$ cat src/rtl/z80_decode_pkg.sv
package z80_decode_pkg;
  // Strobes from the control decode to the output datapath
  typedef struct packed {
    logic romHit;
    logic ramHit;
    logic ioHit;
    logic rdStb;
    logic wrStb;
  } busStrobe_t;
endpackage

$ cat src/rtl/bus_decode_ctrl.sv
module bus_decode_ctrl
  import z80_decode_pkg::*;
#(
  parameter int ADDR_W       = 16,
  parameter int ROM_WIN_BITS = 13
) (
  input  logic [ADDR_W-1:0] addr,
  input  logic              mreqN,
  input  logic              iorqN,
  input  logic              rdN,
  input  logic              wrN,
  input  logic              m1N,
  output busStrobe_t        stb
);
  localparam int REGION_W = ADDR_W - ROM_WIN_BITS;

  logic romRegion;
  logic memCycle;
  logic ioCycle;

  always_comb begin
    romRegion = (addr[ADDR_W-1:ROM_WIN_BITS] == REGION_W'(0));
    memCycle  = !mreqN;
    // opcode fetch with I/O request is an interrupt acknowledge
    ioCycle   = !iorqN && m1N;
    stb.romHit = memCycle && romRegion;
    stb.ramHit = memCycle && !romRegion;
    stb.ioHit  = ioCycle;
    stb.rdStb  = !rdN;
    stb.wrStb  = !wrN;
  end
endmodule

$ cat src/rtl/bus_decode_path.sv
module bus_decode_path
  import z80_decode_pkg::*;
#(
  parameter int IO_PORT_W   = 8,
  parameter int IO_SEL_W    = 3,
  parameter int ROM_BANK_W  = 3,
  parameter int RAM_UPPER_W = 3,
  parameter logic [RAM_UPPER_W-1:0] RAM_UPPER_VAL = '0,
  localparam int NUM_IO     = 1 << IO_SEL_W,
  localparam int OFFSET_W   = IO_PORT_W - IO_SEL_W
) (
  input  busStrobe_t             stb,
  input  logic [IO_PORT_W-1:0]   portAddr,
  input  logic [ROM_BANK_W-1:0]  romBank,
  output logic                   romCeN,
  output logic                   ramCeN,
  output logic                   romOeN,
  output logic                   ramOeN,
  output logic                   ramWeN,
  output logic [ROM_BANK_W-1:0]  romHiAddr,
  output logic [RAM_UPPER_W-1:0] ramHiAddr,
  output logic [NUM_IO-1:0]      ioSelN,
  output logic [OFFSET_W-1:0]    ioOffset
);
  logic [IO_SEL_W-1:0] devIdx;

  assign devIdx   = portAddr[IO_PORT_W-1 -: IO_SEL_W];
  assign ioOffset = portAddr[OFFSET_W-1:0];

  always_comb begin
    romCeN    = !stb.romHit;
    ramCeN    = !stb.ramHit;
    romOeN    = !(stb.romHit && stb.rdStb);
    ramOeN    = !(stb.ramHit && stb.rdStb);
    // the ROM has no write path: writes there drop silently
    ramWeN    = !(stb.ramHit && stb.wrStb);
    romHiAddr = romBank;
    ramHiAddr = RAM_UPPER_VAL;
  end

  for (genvar i = 0; i < NUM_IO; i++) begin : g_ioSel
    assign ioSelN[i] = !(stb.ioHit && (devIdx == IO_SEL_W'(i)));
  end

  always_comb begin
    assert_io_onehot_R4: assert ($onehot0(~ioSelN))
      else $error("more than one device select active");
  end
endmodule

$ cat src/rtl/z80_bus_decoder.sv
module z80_bus_decoder
  import z80_decode_pkg::*;
#(
  parameter int ADDR_W       = 16,
  parameter int ROM_WIN_BITS = 13,
  parameter int ROM_BANK_W   = 3,
  parameter int RAM_UPPER_W  = 3,
  parameter int IO_PORT_W    = 8,
  parameter int IO_SEL_W     = 3,
  localparam int NUM_IO      = 1 << IO_SEL_W,
  localparam int OFFSET_W    = IO_PORT_W - IO_SEL_W
) (
  input  logic [ADDR_W-1:0]      addr,
  input  logic                   mreqN,
  input  logic                   iorqN,
  input  logic                   rdN,
  input  logic                   wrN,
  input  logic                   m1N,
  input  logic [ROM_BANK_W-1:0]  romBank,
  output logic                   romCeN,
  output logic                   ramCeN,
  output logic                   romOeN,
  output logic                   ramOeN,
  output logic                   ramWeN,
  output logic [ROM_BANK_W-1:0]  romHiAddr,
  output logic [RAM_UPPER_W-1:0] ramHiAddr,
  output logic [NUM_IO-1:0]      ioSelN,
  output logic [OFFSET_W-1:0]    ioOffset
);
  busStrobe_t stb;

  bus_decode_ctrl #(
    .ADDR_W      (ADDR_W),
    .ROM_WIN_BITS(ROM_WIN_BITS)
  ) u_ctrl (
    .addr (addr),
    .mreqN(mreqN),
    .iorqN(iorqN),
    .rdN  (rdN),
    .wrN  (wrN),
    .m1N  (m1N),
    .stb  (stb)
  );

  bus_decode_path #(
    .IO_PORT_W    (IO_PORT_W),
    .IO_SEL_W     (IO_SEL_W),
    .ROM_BANK_W   (ROM_BANK_W),
    .RAM_UPPER_W  (RAM_UPPER_W),
    .RAM_UPPER_VAL('0)
  ) u_path (
    .stb      (stb),
    .portAddr (addr[IO_PORT_W-1:0]),
    .romBank  (romBank),
    .romCeN   (romCeN),
    .ramCeN   (ramCeN),
    .romOeN   (romOeN),
    .ramOeN   (ramOeN),
    .ramWeN   (ramWeN),
    .romHiAddr(romHiAddr),
    .ramHiAddr(ramHiAddr),
    .ioSelN   (ioSelN),
    .ioOffset (ioOffset)
  );

  // port-level invariants across the two sub-blocks
  always_comb begin
    assert_ce_exclusive_R3: assert (romCeN || ramCeN)
      else $error("ROM and RAM enabled together");
    assert_mem_idle_R3: assert (!mreqN || (romCeN && ramCeN))
      else $error("memory enable without memory request");
    assert_io_idle_R5: assert (!iorqN || (&ioSelN))
      else $error("device select without I/O request");
    assert_inta_quiet_R6: assert (iorqN || m1N || (&ioSelN))
      else $error("device select during interrupt acknowledge");
    assert_we_needs_ram_R11: assert (ramWeN || (!ramCeN && !wrN))
      else $error("write strobe outside a RAM write");
    assert_oe_needs_rd_R10: assert ((romOeN && ramOeN) || !rdN)
      else $error("output enable without read");
  end
endmodule

$ cat config.mk
export PLATFORM = sky130hd
export DESIGN_NAME = z80_bus_decoder
export DESIGN_NICKNAME = d
export VERILOG_FILES = /design/src/rtl/z80_decode_pkg.sv /design/src/rtl/bus_decode_ctrl.sv /design/src/rtl/bus_decode_path.sv /design/src/rtl/z80_bus_decoder.sv
export SDC_FILE = /design/constraint.sdc
export NUM_CORES = 1
export LEC_CHECK = 0
export ABC_AREA = 1
export BUFFER_PORTS_ARGS = -buffer_cell sky130_fd_sc_hd__buf_2
export CORE_AREA = 2 2 39 41
export DETAILED_ROUTE_END_ITERATION = 10
export DIE_AREA = 0 0 41 43
export PLACE_DENSITY = 0.71
export SYNTH_ARGS = -nofsm -noshare
export SYNTH_HDL_FRONTEND = slang
export SYNTH_SLANG_ARGS = --single-unit
export TNS_END_PERCENT = 50
$ cat constraint.sdc
create_clock -name vclk -period 1.03
set_input_delay 0.206 -clock vclk [all_inputs]
set_output_delay 0.206 -clock vclk [all_outputs]
set_load 0.02 [all_outputs]
==> results by stage <==
Status:
- The flow ran to the end, and the final reports show no timing, DRC or antenna violations.

Finish:
- The design has 0 sequential cells.
- The total non-filler cell area in the finished layout is between 300 and 400 sq um.
- In the final layout, the share of cells above drive strength 1 is 0.586.
- The final layout contains 84 nets.
- In the final layout, flip-flops and latches occupy 0 sq um.
- The final instance count without filler cells is between 70 and 80.
- The area growth from synthesis to layout is 59.5%.
- Clock buffers in the final layout number 0.
- The number of antenna cells inserted is 0.

Global route:
- The via count of the first global-routing pass is around 200.
- The number of antenna violations at the first check in global routing is 0.
- The first global-routing pass estimated a little under 700 um of wire.
- The total global-route track usage is 0.0519.
- The total grt overflow is 0.
- Entering global routing, the biggest net connects 6 pins.

Placed design:
- Once detailed placement completed, the half-perimeter wirelength came to 450 um.
- Once placement finished, the instance area stood at 282 sq um.
- The pre-CTS setup slack is -0.984 ps.
- The congestion estimate from routability-driven global placement came to about 0.63.
- Port buffering added 24 buffers.
- The cell total after placement is 74.

Detailed routing:
- The total routed wirelength is just over 500 um.
- The number of iterations in the first detailed-routing pass is 1.
- The detailed router placed 280 vias in this run.
- The number of design-rule violations left by the first detailed-router iteration is 0.
- The remaining design rule violation count is 0.
- After detailed routing, the average wire length per cell comes to between 6 and 7 um.
- Once detail routing completed, the nets flagged for antenna violations numbered 0.
- Using the TritonRoute via totals, the vias-per-cell ratio works out to approximately 3.8.

Synth:
- Of the total synthesized cell area, the portion taken by XOR and XNOR cells is 0.
- The share of synthesized cell area in full adder, half adder and majority cells is 0.
- Of the post-synthesis cell area, the dominant cell type holds 0.382.
- The area fraction in compound gates after synthesis is 0.
- By area the synthesized netlist is led by buf_4, nand2_1, inv_1, nor2_2, nand3_1.
- The unique cell type count in the Yosys netlist is 8.
- The count of mapped cells out of synthesis is 43.
- The share of the Yosys chip area taken by registers is 0.
- The most frequent cell after synthesis is nand2_1.
- The largest total area in the synthesized netlist belongs to buf_4.
- Counting instances in the post-synthesis netlist gives the leading cell types as nand2_1, buf_4, inv_1.
- Measured against the total synthesized area, the mux share comes to 0.
- The largest family of logic cells by synthesized area is buffers and inverters.
- Of the total synthesized cell area, the portion taken by AND, OR, NAND and NOR gates is 0.445.
- The mean instance size in the synthesized netlist is ~5.0 sq um.
- The total of warnings raised by yosys is 0.
- The mapped netlist covers 216 sq um.

STA:
- Setup repair after global routing could not meet its margin everywhere.
- The final worst-path cycle share is 0.955.
- Based on the critical path, the design can be clocked at up to about 1000 MHz.
- Setup violations remaining at the end of the flow were counted as 0.
- The number of hold-slack violations in the final timing report is 0.
- The final max-slew violation count is 0.
- The aggregate negative setup slack is 0 ps.
- After layout, the worst setup slack is about 46 ps.
- The clock period could shrink to 984 ps.

Power and ir drop:
- The sequential cell fraction of total power is 0.
- The largest voltage drop on the vdd net is about 0.000077 V.
- The internal portion of the total power is 0.0000439 W.
- The static power due to leakage is 0.189 nW.
- The share of power burned in combinational logic is 1.000.
- The clock network fraction of design power is 0.
- The total power divided by cell area is 338 nW/um^2.
- Of the total power, the share spent switching nets is 0.623.
- The analysis attributes to net switching a power of around 0.000073 W.

Clock network:
- The number of buffers inserted by hold repair at cts is 0.
- After clock tree synthesis, the setup repair step added 0 buffers.

Worst setup path:
- The sort of element at the start of the critical path is an input port.
- The worst setup path is of the input port to primary output kind.
- The required time reported for the critical path endpoint is around 800 ps.
- The most used cell along the critical path is buf_6.
- The type of element capturing the critical path is a primary output.
- The count of buffer and inverter cells on the critical path is 3.
- The kind of cell adding the most delay to the critical path is simple AND/OR/NAND/NOR gates.
- STA puts the critical path data arrival time at 780 ps.
- For this run, the slowest stage of the critical path takes around 170 ps.
- The critical path goes through buf_6 > inv_4 > nand2_4 > nor2_4 > nand2_2 > buf_6.
- The highest net fanout along the worst path is 4.
- The slowest stage of the critical path belongs to the cell nor2_4.

Floorplanning:
- The number of standard-cell rows in the floorplan is 14.
- From left edge to right edge, the die measures slightly above 40 um.
- The initial utilization of the core area, before any placement, comes to 0.156.
- The area of the placeable core is approximately 1400 sq um.
- The floorplan step set the die height to around 43 um.
- 48 I/O pins were placed.
- The overall die area is between 1500 and 2000 sq um.

Worst hold path:
- The path class of the tightest hold or removal check is input port to primary output.

Flow run:
- Max-cap violations in this run came to 0.
## layout make-up
class / count / area, sq um
fillers: 157 / 1040
inverters: 9 / 36.3
multi-input cells: 25 / 138
well taps: 16 / 20.0
repair buffers: 24 / 151
## metal layers
metal,global-route usage,vias to the layer above,part of all wire
met2,0.109,23,0.53
met4,0.00667,0,0
met1,0.0475,116,0.28
met5,0,-,0
met3,0.00524,0,0.19
li1,-,141,-
## cell usage in the layout, fill, tap and decap left out, drive strengths merged
cell    n
inv     9
buf    24
conb    3
nor2    6
nand3   3
nand2  12
nand4   1
## power groups by stage
stage	Sequential [W]	Clock (W)	Combinational (W)
final	0	0	0.000117
after global routing	0	0	0.000131
after CTS	0	0	0.0000980
after detailed placement	0	0	0.0000976
after global placement	0	0	0.0000954
after floorplan	0	0	0.000111
## cell families (layout without fill, tap and decap cells)
logic type             count (synthesis)  in the layout
other                                  1              3
and+or+nand+nor                       22             22
buffers and inverters                 20             33
## path summary, 6_finish.rpt
path  depth (start not counted)    start     endpoint
min                           0  addr[1]  ioOffset[1]
max                           6    iorqN    ioSelN[6]
## through the flow
step                      hold slack [ps]  total power [W]  utilization
after global placement                412        0.0000954        0.203
after detailed placement              412        0.0000976        0.203
after CTS                             412        0.0000980        0.203
after global routing                  412         0.000131        0.250
final                                 412         0.000117        0.250
after floorplan                       525         0.000111            -
## repair_timing
action	CTS	global route
resized for setup	0	20
pin swaps	0	2
endpoints found under the setup margin	1	8
hold endpoints to repair	0	0
Power figures use the tool's default switching activity.
